[config.mk]
export PLATFORM = sky130hd
export DESIGN_NAME = mfm_mark_decoder
export DESIGN_NICKNAME = d
export VERILOG_FILES = /design/src/rtl/mfm_pkg.sv /design/src/rtl/mfm_raw_matcher.sv /design/src/rtl/mfm_cell_deser.sv /design/src/rtl/mfm_crc16.sv /design/src/rtl/mfm_mark_decoder.sv
export SDC_FILE = /design/constraint.sdc
export NUM_CORES = 1
export LEC_CHECK = 0
export BUFFER_PORTS_ARGS = -buffer_cell sky130_fd_sc_hd__buf_2
export CAP_MARGIN = 20
export CORE_AREA = 2 2 166 184
export DETAILED_ROUTE_END_ITERATION = 8
export DIE_AREA = 0 0 168 186
export PLACE_DENSITY_LB_ADDON = 0.25
export SLEW_MARGIN = 10
export SYNTH_ARGS = -nofsm -noshare
export SYNTH_HDL_FRONTEND = slang
export SYNTH_HIERARCHICAL = 1
export SYNTH_SLANG_ARGS = --single-unit
[constraint.sdc]
create_clock -name clk -period 3.9 [get_ports clk]
set_input_delay 1.17 -clock clk [delete_from_list [all_inputs] [get_ports clk]]
set_output_delay 1.17 -clock clk [all_outputs]
set_load 0.02 [all_outputs]
[src/rtl/mfm_pkg.sv]
package mfm_pkg;

   typedef enum logic {
      MK_ADDR = 1'b0,
      MK_DATA = 1'b1
   } mark_kind_e;

   // one bit of a left-shifting CRC
   function automatic logic [15:0] crc_bit_step(input logic [15:0] cur,
                                                input logic        din,
                                                input logic [15:0] poly);
      logic fb;
      fb = cur[15] ^ din;
      return {cur[14:0], 1'b0} ^ (fb ? poly : 16'h0000);
   endfunction

endpackage

[src/rtl/mfm_raw_matcher.sv]
module mfm_raw_matcher #(
   parameter int WIN_W   = 32,
   parameter int NUM_PAT = 2
) (
   input  logic                              clk,
   input  logic                              rst,
   input  logic                              cell_valid,
   input  logic                              cell_bit,
   input  logic [NUM_PAT-1:0][WIN_W-1:0]     pats,
   output logic [NUM_PAT-1:0]                hits
);

   logic [WIN_W-1:0] win;
   logic [WIN_W-1:0] win_nx;

   assign win_nx = {win[WIN_W-2:0], cell_bit};

   generate
      for (genvar g = 0; g < NUM_PAT; g++) begin : g_cmp
         assign hits[g] = cell_valid && (win_nx == pats[g]);
      end
   endgenerate

   always_ff @(posedge clk) begin
      if (rst)
         win <= '0;
      else if (cell_valid)
         win <= win_nx;
   end

   // the window only moves on a valid cell
   p_win_hold_r12: assert property (@(posedge clk) disable iff (rst)
      (!cell_valid && !rst) |=> $stable(win));

endmodule

[src/rtl/mfm_cell_deser.sv]
module mfm_cell_deser #(
   parameter int BYTE_W = 8
) (
   input  logic              clk,
   input  logic              rst,
   input  logic              clr,
   input  logic              en,
   input  logic              cell_bit,
   output logic              byte_done,
   output logic [BYTE_W-1:0] byte_val
);

   localparam int CELLS = 2 * BYTE_W;
   localparam int IDX_W = $clog2(CELLS);
   localparam logic [IDX_W-1:0] LAST = IDX_W'(CELLS - 1);

   logic [IDX_W-1:0]  idx;
   logic [BYTE_W-2:0] sr;

   generate
      if (BYTE_W < 3) begin : g_bad_w
         $error("mfm_cell_deser: BYTE_W must be at least 3");
      end
   endgenerate

   assign byte_done = en && (idx == LAST);
   assign byte_val  = {sr, cell_bit};

   always_ff @(posedge clk) begin
      if (rst || clr) begin
         idx <= '0;
         sr  <= '0;
      end else if (en) begin
         idx <= (idx == LAST) ? '0 : idx + 1'b1;
         if (idx[0])
            sr <= {sr[BYTE_W-3:0], cell_bit};
      end
   end

   // cell position only advances on an accepted cell
   p_idx_hold_r12: assert property (@(posedge clk) disable iff (rst)
      (!en && !clr && !rst) |=> $stable(idx));

endmodule

[src/rtl/mfm_crc16.sv]
module mfm_crc16 #(
   parameter int          DIN_W  = 8,
   parameter logic [15:0] POLY   = 16'h1021,
   parameter logic [15:0] PRESET = 16'hFFFF
) (
   input  logic             clk,
   input  logic             rst,
   input  logic             init,
   input  logic             en,
   input  logic [DIN_W-1:0] din,
   output logic [15:0]      crc_nx
);
   import mfm_pkg::*;

   logic [15:0] crc_q;

   always_comb begin
      crc_nx = crc_q;
      for (int i = DIN_W - 1; i >= 0; i--)
         crc_nx = crc_bit_step(crc_nx, din[i], POLY);
   end

   always_ff @(posedge clk) begin
      if (rst || init)
         crc_q <= PRESET;
      else if (en)
         crc_q <= crc_nx;
   end

endmodule

[src/rtl/mfm_mark_decoder.sv]
module mfm_mark_decoder #(
   parameter int               WIN_W          = 32,
   parameter int               BYTE_W         = 8,
   parameter int               WORD_W         = 32,
   parameter int               CNT_W          = 16,
   parameter int               ID_LEN         = 6,
   parameter logic [15:0]      CRC_POLY       = 16'h1021,
   parameter logic [15:0]      CRC_PRESET     = 16'hFFFF,
   parameter logic [WIN_W-1:0] RAW_ADDR_INIT  = 32'h55509255,
   parameter logic [WIN_W-1:0] RAW_DATA_INIT  = 32'h55509251,
   parameter logic [WORD_W-1:0] WORD_ADDR_INIT = 32'h55424954,
   parameter logic [WORD_W-1:0] WORD_DATA_INIT = 32'h55424945
) (
   input  logic              clk,
   input  logic              rst,
   input  logic              cell_valid,
   input  logic              cell_bit,
   input  logic [CNT_W-1:0]  rec_len,
   input  logic              cfg_wr,
   input  logic [1:0]        cfg_sel,
   input  logic [WIN_W-1:0]  cfg_data,
   output logic              mark_stb,
   output logic              mark_type,
   output logic              byte_stb,
   output logic [BYTE_W-1:0] byte_data,
   output logic              field_stb,
   output logic              field_type,
   output logic              crc_ok,
   output logic              word_stb,
   output logic              word_type
);
   import mfm_pkg::*;

   localparam int HIST_W = WORD_W - BYTE_W;
   localparam logic [CNT_W-1:0] ID_LEN_C = CNT_W'(ID_LEN);

   generate
      if (WIN_W < 16 || (WIN_W % 2) != 0) begin : g_bad_win
         $error("mfm_mark_decoder: WIN_W must be even and at least 16");
      end
      if ((WORD_W % BYTE_W) != 0 || WORD_W <= BYTE_W || WORD_W > WIN_W) begin : g_bad_word
         $error("mfm_mark_decoder: WORD_W must be a multiple of BYTE_W, above it, and not above WIN_W");
      end
      if (ID_LEN < 3 || ID_LEN >= (1 << CNT_W)) begin : g_bad_id
         $error("mfm_mark_decoder: ID_LEN out of range");
      end
   endgenerate

   // configuration
   logic [1:0][WIN_W-1:0]  raw_pat;
   logic [1:0][WORD_W-1:0] word_pat;

   // field control
   logic              busy;
   mark_kind_e        fkind;
   logic [CNT_W-1:0]  field_len;
   logic [CNT_W-1:0]  byte_cnt;
   logic [HIST_W-1:0] hist;

   // datapath links
   logic [1:0]        raw_hits;
   logic              mark_hit;
   mark_kind_e        hit_kind;
   logic              deser_en;
   logic              byte_done;
   logic [BYTE_W-1:0] byte_val;
   logic [15:0]       crc_nx;
   logic [WORD_W-1:0] word_nx;
   logic [1:0]        word_hits;
   logic              last_byte;
   logic [CNT_W-1:0]  data_len;

   mfm_raw_matcher #(.WIN_W(WIN_W), .NUM_PAT(2)) u_match (
      .clk        (clk),
      .rst        (rst),
      .cell_valid (cell_valid),
      .cell_bit   (cell_bit),
      .pats       (raw_pat),
      .hits       (raw_hits)
   );

   assign mark_hit = |raw_hits;
   assign hit_kind = raw_hits[0] ? MK_ADDR : MK_DATA;
   assign deser_en = cell_valid && busy && !mark_hit;

   mfm_cell_deser #(.BYTE_W(BYTE_W)) u_deser (
      .clk       (clk),
      .rst       (rst),
      .clr       (mark_hit),
      .en        (deser_en),
      .cell_bit  (cell_bit),
      .byte_done (byte_done),
      .byte_val  (byte_val)
   );

   mfm_crc16 #(.DIN_W(BYTE_W), .POLY(CRC_POLY), .PRESET(CRC_PRESET)) u_crc (
      .clk    (clk),
      .rst    (rst),
      .init   (mark_hit),
      .en     (byte_done),
      .din    (byte_val),
      .crc_nx (crc_nx)
   );

   assign word_nx = {hist, byte_val};

   generate
      for (genvar g = 0; g < 2; g++) begin : g_word
         assign word_hits[g] = (word_nx == word_pat[g]);
      end
   endgenerate

   assign last_byte = (byte_cnt + 1'b1) == field_len;
   assign data_len  = (rec_len == '0) ? CNT_W'(1) : rec_len;

   always_ff @(posedge clk) begin
      if (rst) begin
         raw_pat[0]  <= RAW_ADDR_INIT;
         raw_pat[1]  <= RAW_DATA_INIT;
         word_pat[0] <= WORD_ADDR_INIT;
         word_pat[1] <= WORD_DATA_INIT;
      end else if (cfg_wr) begin
         case (cfg_sel)
            2'd0:    raw_pat[0]  <= cfg_data;
            2'd1:    raw_pat[1]  <= cfg_data;
            2'd2:    word_pat[0] <= cfg_data[WORD_W-1:0];
            default: word_pat[1] <= cfg_data[WORD_W-1:0];
         endcase
      end
   end

   always_ff @(posedge clk) begin
      if (rst) begin
         busy       <= 1'b0;
         fkind      <= MK_ADDR;
         field_len  <= ID_LEN_C;
         byte_cnt   <= '0;
         hist       <= '0;
         mark_stb   <= 1'b0;
         mark_type  <= 1'b0;
         byte_stb   <= 1'b0;
         byte_data  <= '0;
         field_stb  <= 1'b0;
         field_type <= 1'b0;
         crc_ok     <= 1'b0;
         word_stb   <= 1'b0;
         word_type  <= 1'b0;
      end else begin
         mark_stb  <= 1'b0;
         byte_stb  <= 1'b0;
         field_stb <= 1'b0;
         word_stb  <= 1'b0;
         if (mark_hit) begin
            mark_stb  <= 1'b1;
            mark_type <= hit_kind;
            busy      <= 1'b1;
            fkind     <= hit_kind;
            field_len <= (hit_kind == MK_ADDR) ? ID_LEN_C : data_len;
            byte_cnt  <= '0;
            hist      <= '0;
            crc_ok    <= 1'b0;
         end else if (byte_done) begin
            byte_stb  <= 1'b1;
            byte_data <= byte_val;
            hist      <= word_nx[HIST_W-1:0];
            byte_cnt  <= byte_cnt + 1'b1;
            if (|word_hits) begin
               word_stb  <= 1'b1;
               word_type <= !word_hits[0];
            end
            if (last_byte) begin
               busy       <= 1'b0;
               field_stb  <= 1'b1;
               field_type <= fkind;
               crc_ok     <= (crc_nx == 16'h0000);
            end
         end
      end
   end

   // first cycle after reset is quiet and hunting
   p_quiet_after_reset_r1: assert property (@(posedge clk) disable iff (rst)
      $past(rst) |-> (!busy && !byte_stb && !mark_stb && !field_stb));

   // bytes only come out of an open field
   p_byte_in_field_r4: assert property (@(posedge clk) disable iff (rst)
      byte_stb |-> $past(busy));

   // the count never reaches the field length while open
   p_cnt_bound_r5: assert property (@(posedge clk) disable iff (rst)
      busy |-> (byte_cnt < field_len));

   // a finished field leaves the block hunting
   p_field_end_idle_r5: assert property (@(posedge clk) disable iff (rst)
      field_stb |-> (!busy && byte_stb));

   // a mark takes precedence over a byte on the same cell
   p_mark_wins_r8: assert property (@(posedge clk) disable iff (rst)
      mark_stb |-> (!byte_stb && !field_stb && busy));

   // a word hit accompanies a decoded byte
   p_word_with_byte_r9: assert property (@(posedge clk) disable iff (rst)
      word_stb |-> byte_stb);

endmodule

==> run metrics, run 1 <==
outcome completed; pre-CTS setup slack between 0.2 and 0.3 ns; worst slew pin tran roughly 0.85 ns; vias in the first global route 8,768; Avg Synthesized Cell Area approximately 8.7 um^2; fill count ~2,900; Final HPWL DP 22,580 um; DRC 0; Routed WL about 32,000 um; Final Wtd Congestion a little over 0.8; ranking of synthesized cells by area dfxtp_1, nand2_1, xor2_1; Leak ~5.3 nW; top cell type's share of synthesized area ~45%; maximum VDD drop approximately 0.00038 V; Die Area about 31,000 um^2; core region area between 20,000 and 30,000 um^2; RR Startpoint u_match/win[14]; Placed Instances ~1,700; Initial Util 39.73%; setup TNS 0 ns; largest net degree at the start of global routing 156; layout cells sized above 1 ~11%; DR WL/cell about 18 um; arrival time at the worst endpoint roughly 3.6 ns; Setup crit start cell_bit; CTS tree yes; max-slew violations 0; Hold Buf Count CTS 0; area occupied by multi-input gates 6077 um^2; All-Layer GR Usage 20.45%; Final Cell Area between 10,000 and 15,000 um^2; Final Skew 0.01185 ns; crit path launch type input port; Antenna Cells 0; asr flop ratio synth 0%; critical path endpoint word_type; Fin. Hold Viols 0; most frequent cells in the layout nand2_1, dfxtp_1, a21oi_1; Reg clk slew, reported paths about 0.060 ns; reg2reg end word_type; r2r setup slk roughly 0.76 ns; io pins just over 70; Post-synth EDFFs 0; cts repair resizes 0; crit-path max FO 4; Hold Slack about 0.46 ns; H-tree depth 1; # port buffers 70; Yosys reg bits 259; Die X 168 um; CTS Buffer Depth 3; synth unique cells 57; Seq/Total Area, Yosys roughly 45%; Most used DFF post-synth dfxtp_1; Tmin final 3.178 ns; post-route antenna net violation count 0; first-pass GRT wire length about 50,000 um; Num CTS Buffers 29; setup violators final 0; clk_lat worst skew 0.54 ns; root buffer cell clkbuf_16; vias per inst roughly 5.2; Setup crit end kind flop; hold depth 2; Ys Warns 6; type of the worst min-delay path flop to flop; # rows 66; post-route non-filler standard cell count between 1,500 and 2,000; Setup Fix Bufs, Post-CTS 0; fin worst setup slack between 0.7 and 0.8 ns; Initial DRC Count between 600 and 700; Area Growth Syn to Fin 13.81%; PwrDens about 430 nW/um^2; Gate Count Post-Synth about 1,300; Die Y roughly 190 um; Slew headroom roughly two fifths; initial antenna violation count 0; RSZ-0062 raised after global routing no; Fmax achieved between 300 and 400 MHz; dominant cell type by area after synthesis dfxtp_1; Setup CP Type input port to flop; via count 9,229; final period utilization roughly four fifths; FF-to-FF path depth 15; CTS sink cnt 259; Synth Cell Area between 10,000 and 15,000 um^2; Reg area approximately 5200 um^2; Synth Net Count about 1,400; commonest non-fill, non-tap cell in the layout nand2_1; grt ovf 0; Post-DP Area ~12,000 um^2; Total Nets Final roughly 1,400; drt pass-1 iters 5; CP Data Required Time about 4.3 ns; Design Power about 5.7 mW; final core area utilization a little under half; MaxCap Viol Count 0
-- Yosys cell counts, types with 2 or more instances --
library cell / n
a22o_1: 10
buf_4: 5
nor2b_1: 7
or3_1: 6
xnor2_2: 4
o21a_1: 2
nor4_1: 32
nand2_1: 308
a2111o_1: 4
buf_2: 9
nand3_1: 22
ha_1: 2
nor3b_1: 3
and3_1: 4
xor3_1: 4
or2_2: 3
o21ai_0: 10
buf_1: 2
xnor3_1: 5
dfxtp_1: 259
o211ai_1: 12
a21oi_1: 106
nor3_2: 4
xnor2_1: 74
nor3_1: 14
inv_1: 18
clkbuf_1: 62
nand3b_1: 51
a31oi_1: 4
nand2b_1: 3
o31ai_1: 2
xor2_1: 94
mux2i_1: 65
nand4_1: 22
nor2_1: 86
-- per-layer routing --
metal / track usage, % / vias up / share of wire (%)
met5: 0 / - / 0
met4: 6.296 / 0 / 2.9
met3: 2.934 / 57 / 4.5
met2: 35.22 / 210 / 47
met1: 26.60 / 4382 / 45
li1: - / 4580 / -
-- area by class of cell --
cell class                      instances  area share (%)
Inverter                               19          0.5380
Sequential cell                       259           39.11
Clock inverter                          6          0.2926
Clock buffer                           47           6.588
Multi-Input combinational cell        983           45.84
Timing Repair Buffer                   92           4.096
Tap cell                              374           3.530
-- cells by family after synthesis --
logic type | count (synthesis) | synth area share [%]
simple gates | 575 | 23.02
flops | 259 | 44.52
xor+xnor | 182 | 15.11
compound gates | 159 | 8.067
buf+inv | 98 | 3.480
mux | 65 | 5.586
fa+ha+maj | 2 | 0.2148
-- how the worst min path moves through the flow --
stage	endpoint	slack, ns	start
2_1_floorplan	raw_pat[10]	0.45	raw_pat[10]
3_3_place_gp	byte_data[1]	0.45	byte_data[1]
3_5_place_dp	crc_ok	0.45	crc_ok
4_1_cts	byte_data[1]	0.46	byte_data[1]
5_1_grt	byte_data[1]	0.47	byte_data[1]
6_report	byte_data[1]	0.46	byte_data[1]
-- power breakdown --
part           leakage [nW]  total, mW  internal, mW  switching, mW
Combinational          2.75      0.321         0.117          0.204
Clock                 0.443       2.60          1.52           1.08
Sequential             2.10       2.74          2.70         0.0383
-- state kept, by name (all words and copies together) (netlist names), 4 cells and up --
signal       count
byte_cnt        16
byte_data        8
field_len       16
hist            24
raw_pat         64
u_crc/crc_q     16
u_deser/idx      4
u_deser/sr       7
u_match/win     31
word_pat        64
-- worst max-delay path, stage by stage --
cell and delay (ns):
buf_2 0.12, xor2_1 0.15, nor4_1 0.07, nand4_1 0.11, nor3_2 0.07, nor2_2 0.14
and3_1 0.19, nand2_1 0.12, nor2_4 0.11, inv_1 0.08, buf_4 0.15, nor2_1 0.28
nand4_1 0.18, nor4_1 0.38, a31oi_1 0.12, a21boi_0 0.15
(Power assumes the default switching activity.)
==> inputs of run 2 (changes only) <==
--- a/config.mk
+++ b/config.mk
@@ -5,11 +5,12 @@
 export SDC_FILE = /design/constraint.sdc
 export NUM_CORES = 1
 export LEC_CHECK = 0
+export ABC_AREA = 1
 export BUFFER_PORTS_ARGS = -buffer_cell sky130_fd_sc_hd__buf_2
 export CAP_MARGIN = 20
-export CORE_AREA = 2 2 166 184
+export CORE_AREA = 2 2 170 189
 export DETAILED_ROUTE_END_ITERATION = 8
-export DIE_AREA = 0 0 168 186
+export DIE_AREA = 0 0 172 191
 export PLACE_DENSITY_LB_ADDON = 0.25
 export SLEW_MARGIN = 10
 export SYNTH_ARGS = -nofsm -noshare
==> constraint.sdc (replaced) <==
create_clock -name clk -period 2.7 [get_ports clk]
set_input_delay 0.81 -clock clk [delete_from_list [all_inputs] [get_ports clk]]
set_output_delay 0.81 -clock clk [all_outputs]
set_load 0.02 [all_outputs]
==> run 2 against run 1 <==
Die area up 5.1%; non-clock buffer count is 23 higher; global-route usage grew 2.8 points; highest routed layer unchanged; largest cell class unchanged; clock skew increased by 0.0089 ns; core utilization is 0.88 points higher; sequential share of layout area fell by 2.8 points; worst hold slack gained 0.012 ns; register-to-register slack got worse by 0.49 ns; via count increased by 25%.
==> run metrics, run 2 <==
outcome completed (unchanged); Initial Util 39.52% (was 39.73%); Final Skew 0.02077 ns (was 0.01185 ns); Hold Slack 0.4691 ns (was 0.4571 ns); # rows 68 (was 66); H-tree depth 1 (unchanged); Antenna Cells 0 (unchanged); grt ovf 0 (unchanged); Die X 172 um (was 168 um); max-slew violations 0 (unchanged); vias per inst 5.073 (was 5.185); crit-path max FO 4 (unchanged); Most used DFF post-synth dfxtp_1 (unchanged); # port buffers 70 (unchanged); type of the worst min-delay path flop to flop (unchanged); ranking of synthesized cells by area dfxtp_1, nand2_1, nor2_1 (was dfxtp_1, nand2_1, xor2_1); Seq/Total Area, Yosys 42.36% (was 44.52%); layout cells sized above 1 13.26% (was 11.45%); Num CTS Buffers 28 (was 29); io pins 71 (unchanged); Design Power 8.801 mW (was 5.665 mW); commonest non-fill, non-tap cell in the layout nand2_1 (unchanged); clk_lat worst skew 0.56 ns (was 0.54 ns); All-Layer GR Usage 23.28% (was 20.45%); DR WL/cell 16.57 um (was 18.17 um); Die Y 191 um (was 186 um); most frequent cells in the layout nand2_1, dfxtp_1, nor2_1 (was nand2_1, dfxtp_1, a21oi_1); arrival time at the worst endpoint 2.92 ns (was 3.60 ns); Gate Count Post-Synth 1,755 (was 1,340); synth unique cells 42 (was 57); root buffer cell clkbuf_16 (unchanged); worst slew pin tran 0.5697 ns (was 0.8496 ns); final period utilization 90.08%; Fin. Hold Viols 0 (unchanged); count leader, synth nand2_1 (unchanged); core region area 30,970 um^2 (was 29,320 um^2); Synth Net Count 1,812 (was 1,397); Setup CP Type flop to flop (was input port to flop); Hold Buf Count CTS 0 (unchanged); PwrDens 616.4 nW/um^2 (was 427.3 nW/um^2); Die Area 32,850 um^2 (was 31,250 um^2); Post-DP Area 13,290 um^2 (was 12,340 um^2); dominant cell type by area after synthesis dfxtp_1 (unchanged); Slew headroom 61.67% (was 41.89%); drt pass-1 iters 6 (was 5); pre-CTS setup slack -0.1904 ns (was 0.2527 ns); via count 11,540 (was 9,229); Reg clk slew, reported paths 0.06 ns (about the same); Final HPWL DP 27,640 um (was 22,580 um); Placed Instances 2,224 (was 1,727); maximum VDD drop 0.0004563 V (was 0.0003832 V); Initial DRC Count 728 (was 617); Total Nets Final 1,891 (was 1,441); Tmin final approximately 2.4 ns; Leak 6.161 nW (was 5.291 nW); Routed WL 37,700 um (was 32,340 um); initial antenna violation count 0 (unchanged); CP Data Required Time 3.18 ns (was 4.33 ns); RSZ-0062 raised after global routing no (unchanged); CTS Buffer Depth 3 (unchanged); Post-synth EDFFs 0 (unchanged); post-route non-filler standard cell count 2,275 (was 1,780); setup violators final 0 (unchanged); fill count 3,206 (was 2,864); Ys Warns 6 (unchanged); CTS sink cnt 259 (unchanged); Avg Synthesized Cell Area 6.975 um^2 (was 8.692 um^2); largest net degree at the start of global routing 49 (was 156); Area Growth Syn to Fin 16.64% (was 13.81%); Fmax achieved 411.2 MHz; Final Wtd Congestion 0.9277 (was 0.8087); vias in the first global route 11,126 (was 8,768); crit path launch type flop (was input port); Synth Cell Area 12,240 um^2 (was 11,650 um^2); first-pass GRT wire length 60,200 um (was 50,120 um); Final Cell Area 14,280 um^2 (was 13,260 um^2); top cell type's share of synthesized area 42.36% (was 44.52%); Yosys reg bits 259 (unchanged); Setup crit end kind flop (unchanged); asr flop ratio synth 0% (unchanged); MaxCap Viol Count 0 (unchanged); fin worst setup slack 0.2679 ns (was 0.7216 ns); biggest regs raw_pat (64), word_pat (64), u_match/win (31) (unchanged); Commonest cells post-synth nand2_1, dfxtp_1, nor2_1 (was nand2_1, dfxtp_1, a21oi_1); CTS tree yes (unchanged); post-route antenna net violation count 0 (unchanged); DRC 0 (unchanged)
## run 2: changes by cell type after synthesis, moves of 43 or more
| cell | previous run | this run |
|---|---|---|
| inv_1 | 18 | 180 |
| nor2_1 | 86 | 234 |
| o21ai_0 | 10 | 132 |
| nand3_1 | 22 | 142 |
| nand2_1 | 308 | 425 |
| mux2i_1 | 65 | 0 |
| xor2_1 | 94 | 33 |
| a21oi_1 | 106 | 53 |
| nand3b_1 | 51 | 1 |
| xnor2_1 | 74 | 31 |
## run 2: where the power goes
| part | total [mW] | switching, mW | internal (mW) |
|---|---|---|---|
| logic | 0.668 | 0.432 | 0.236 |
| registers | 4.05 | 0.106 | 3.95 |
| clock network | 4.08 | 1.64 | 2.44 |
| total | 8.80 | 2.18 | 6.63 |
## run 2: worst paths after layout
path	start	endpoint	slack, ns	depth (start not counted)
max	u_match/win[0]	word_stb	0.27	20
min	word_pat[36]	word_pat[36]	0.47	2
max reg2reg	u_match/win[0]	word_stb	0.27	20
min reg2reg	word_pat[36]	word_pat[36]	0.47	2
## run 2: logic make-up after synthesis
family	synth area share, %
fa+ha+maj	0.2044
simple gates	32.57
flops	42.36
buf+inv	8.321
compound gates	11.97
xor+xnor	4.579
## run 2: per-stage QoR
step	setup TNS [ns]	util, %
global route	0	46.10
floorplan	-0.1218	-
finish	0	46.10
global placement	-4.828	42.91
CTS	0	46.04
detailed placement	-5.360	42.91
## run 2: critical path, cell delays in order (launching register included)
cell and delay [ns]:
dfxtp_2 0.37, inv_1 0.10, o21ai_1 0.15, nor2_1 0.08, nand2_1 0.07, nor2_1 0.04
nand3_1 0.17, nor2_2 0.08, nor2_2 0.12, inv_2 0.07, nor2_4 0.12, inv_2 0.06
nor2_4 0.11, clkinv_4 0.08, nor2_4 0.14, nand4_1 0.11, nor4_2 0.15, nand2_1 0.11
nor2_1 0.10, nor2_1 0.05, nor2_1 0.08
## run 2: timing repair
action                                  in CTS  in global routing
resized for setup                            0                  8
endpoints found under the setup margin       0                 48
buffers inserted                             0                  0
## run 2: layout make-up
| class | instances | area (um^2) | area share [%] |
|---|---|---|---|
| multi-input cells | 1238 | 6081 | 42.59 |
| repair buffers | 115 | 763.2 | 5.346 |
| flip-flops and latches | 259 | 5186 | 36.32 |
| well taps | 420 | 525.5 | 3.681 |
| clock buffers | 35 | 747.0 | 5.232 |
| inverters | 192 | 749.5 | 5.249 |
| clock inverters | 16 | 225.2 | 1.577 |
## run 2: routing by layer
metal  share of wire (%)  track usage, %  vias to the layer above
li1                    -               -                     5804
met1                  45           30.73                     5382
met2                  48           40.16                      291
met3                 4.8           2.443                       63
met4                 2.7           6.658                        0
met5                   0               0                        -
==> inputs of run 3 (changes only) <==
--- a/config.mk
+++ b/config.mk
@@ -5,12 +5,11 @@
 export SDC_FILE = /design/constraint.sdc
 export NUM_CORES = 1
 export LEC_CHECK = 0
-export ABC_AREA = 1
 export BUFFER_PORTS_ARGS = -buffer_cell sky130_fd_sc_hd__buf_2
 export CAP_MARGIN = 20
-export CORE_AREA = 2 2 170 189
+export CORE_AREA = 2 2 166 184
 export DETAILED_ROUTE_END_ITERATION = 8
-export DIE_AREA = 0 0 172 191
+export DIE_AREA = 0 0 168 186
 export PLACE_DENSITY_LB_ADDON = 0.25
 export SLEW_MARGIN = 10
 export SYNTH_ARGS = -nofsm -noshare
==> run 3 against run 2 <==
Register-to-register slack got worse by 0.17 ns; highest routed layer unchanged; largest cell class unchanged; sequential share of layout area increased by 0.92 points; setup slack worse by 0.17 ns.
==> run metrics, run 3 (synthesis results as in run 1) <==
RSZ-0062 raised after global routing yes (was no); Pint 6.483 mW (was 6.626 mW); busiest grt layer met2 (unchanged); Design Power 8.459 mW (was 8.801 mW); global routing met1 resource utilization 27.22% (was 30.73%); Final Wtd Congestion 0.8413 (was 0.9277); biggest regs raw_pat (64), word_pat (64), u_match/win (31) (unchanged); drt pass-1 iters 6 (unchanged); clock share of power 47.4% (was 46.3%); Die Y 186 um (was 191 um); Final HPWL DP 22,940 um (was 27,640 um); final core area utilization 48.23% (was 46.10%); DR WL/cell 17.74 um (was 16.57 um); io pins 71 (unchanged); # rows 66 (was 68); buffers and inverters on the worst path 2 (was 4); Die Area 31,250 um^2 (was 32,850 um^2); # port buffers 70 (unchanged); post-route non-filler standard cell count 1,831 (was 2,275); root buffer cell clkbuf_16 (unchanged); Hold Slack 0.4523 ns (was 0.4691 ns); Placed Instances 1,774 (was 2,224); Reg area 5266 um^2 (was 5186 um^2); clk_lat worst skew 0.56 ns (about the same); CTS sink cnt 259 (unchanged); Comb pwr share 5.9% (was 7.6%); Leak 5.668 nW (was 6.161 nW); Routed WL 32,470 um (was 37,700 um); Area Growth Syn to Fin 21.39% (was 16.64%); met2 GRT Util 35.69% (was 40.16%); via count 9,418 (was 11,540); dominant cell type by count on the critical path nor2_4 (was nor2_1); Setup crit end kind flop (unchanged); Switching Share 23.36% (was 24.71%); Final Cell Area 14,140 um^2 (was 14,280 um^2); Worst path max stage delay 0.52 ns (was 0.37 ns); worst slew pin tran 0.8414 ns (was 0.5697 ns); Slew headroom 43.90% (was 61.67%); core region area 29,320 um^2 (was 30,970 um^2); Num CTS Buffers 29 (was 28); type of the worst min-delay path flop to flop (unchanged); Reg clk slew, reported paths 0.06 ns (about the same); MaxCap Viol Count 0 (unchanged); outcome completed (unchanged); All-Layer GR Usage 20.67% (was 23.28%); vias per inst 5.144 (was 5.073); CP Data Required Time 3.19 ns (was 3.18 ns); post-route antenna net violation count 0 (unchanged); Psw 1.976 mW (was 2.175 mW); grt ovf 0 (unchanged); Setup CP Type flop to flop (unchanged); H-tree depth 1 (unchanged); maximum VDD drop 0.0005646 V (was 0.0004563 V); vias in the first global route 9,015 (was 11,126); met3 Track Usage GR 2.637% (was 2.443%); Fmax achieved 384.0 MHz (was 411.2 MHz); crit-path max FO 4 (unchanged); CP max stage cell or4_4 (was dfxtp_2); Fin. Hold Viols 0 (unchanged); Initial Util 39.73% (was 39.52%); max-slew violations 0 (unchanged); fill count 2,786 (was 3,206); Total Nets Final 1,491 (was 1,891); most frequent cells in the layout nand2_1, dfxtp_1, a21oi_1 (was nand2_1, dfxtp_1, nor2_1); CTS tree yes (unchanged); largest net degree at the start of global routing 55 (was 49); Initial DRC Count 513 (was 728); setup violators final 0 (unchanged); Die X 168 um (was 172 um); final period utilization 96.46% (was 90.08%); Final Skew 0.01597 ns (was 0.02077 ns); crit path launch type flop (unchanged); initial antenna violation count 0 (unchanged); Reg power frac 46.7% (was 46.1%); Post-DP Area 12,780 um^2 (was 13,290 um^2); first-pass GRT wire length 50,670 um (was 60,200 um); PwrDens 598.3 nW/um^2 (was 616.4 nW/um^2); Top Family by Delay on Critical Path simple AND/OR/NAND/NOR gates (unchanged); Tmin final 2.604 ns (was 2.432 ns); DRC 0 (unchanged); area occupied by multi-input gates 6386 um^2 (was 6081 um^2); arrival time at the worst endpoint 3.09 ns (was 2.92 ns); CTS Buffer Depth 3 (unchanged); layout cells sized above 1 19.84% (was 13.26%); crit path cell chain xor2_1, nor4_2, buf_4, nand4_1, nor3_4, nor2_4, and3_4, nand2_4, nor2_4, inv_4, or4_4, or3_4, a21oi_2 (was inv_1, o21ai_1, nor2_1, nand2_1, nor2_1, nand3_1, nor2_2, nor2_2, inv_2, nor2_4, inv_2, nor2_4, clkinv_4, nor2_4, nand4_1, nor4_2, nand2_1, nor2_1, nor2_1, nor2_1); Antenna Cells 0 (unchanged); commonest non-fill, non-tap cell in the layout nand2_1 (unchanged)
[run 3: repair_timing]
item                       4_1_cts  5_1_grt
gates cloned                     0        0
pin swaps                        0       31
resized for setup                4       90
hold buffers                     0        0
setup endpoints to repair       13       77
buffers inserted                 0        5
[run 3: path summary, 6_finish.rpt]
path	start	endpoint	slack (ns)	cells past startpoint
worst max-delay path	u_match/win[14]	byte_cnt[11]	0.1	13
worst min register to register	byte_data[6]	byte_data[6]	0.45	2
worst min-delay path	byte_data[6]	byte_data[6]	0.45	2
worst max register to register	u_match/win[14]	byte_cnt[11]	0.1	13
[run 3: layout make-up]
cell class                 instances  area share, %
sequential                       259          37.25
inverter                          19         0.5221
multi-input combinational        983          45.17
tap                              374          3.310
timing repair buffer             142          6.814
clock buffer                      46          6.150
clock inverter                     8         0.7876
[run 3: worst register-to-register path, stage by stage (launching register included)]
cell and delay [ns]:
dfxtp_4 0.37, xor2_1 0.19, nor4_2 0.08, buf_4 0.14
nand4_1 0.13, nor3_4 0.06, nor2_4 0.10, and3_4 0.20
nand2_4 0.05, nor2_4 0.14, inv_4 0.06, or4_4 0.52
or3_4 0.35, a21oi_2 0.13
[run 3: power groups by stage]
stage / Clock (mW) / Combinational, mW / Sequential (mW)
3_3_place_gp: 0 / 0.487 / 4.04
2_1_floorplan: 0 / 0.291 / 4.03
4_1_cts: 4.09 / 0.494 / 3.96
5_1_grt: 4.24 / 0.545 / 3.96
3_5_place_dp: 0 / 0.491 / 4.04
6_report: 4.01 / 0.501 / 3.95
[run 3: metal layers]
layer / part of all wire (%) / up-vias
met5: 0 / -
met4: 2.7 / 0
met3: 4.2 / 40
met2: 48 / 217
met1: 45 / 4503
li1: - / 4658
[run 3: per-stage QoR]
stage	setup TNS (ns)	worst slack, ns
2_1_floorplan	-3.912	-0.3706
3_3_place_gp	-6.585	-0.2106
3_5_place_dp	-17.64	-0.3055
4_1_cts	0	0.01429
5_1_grt	-0.1369	-0.06889
6_report	0	0.09568
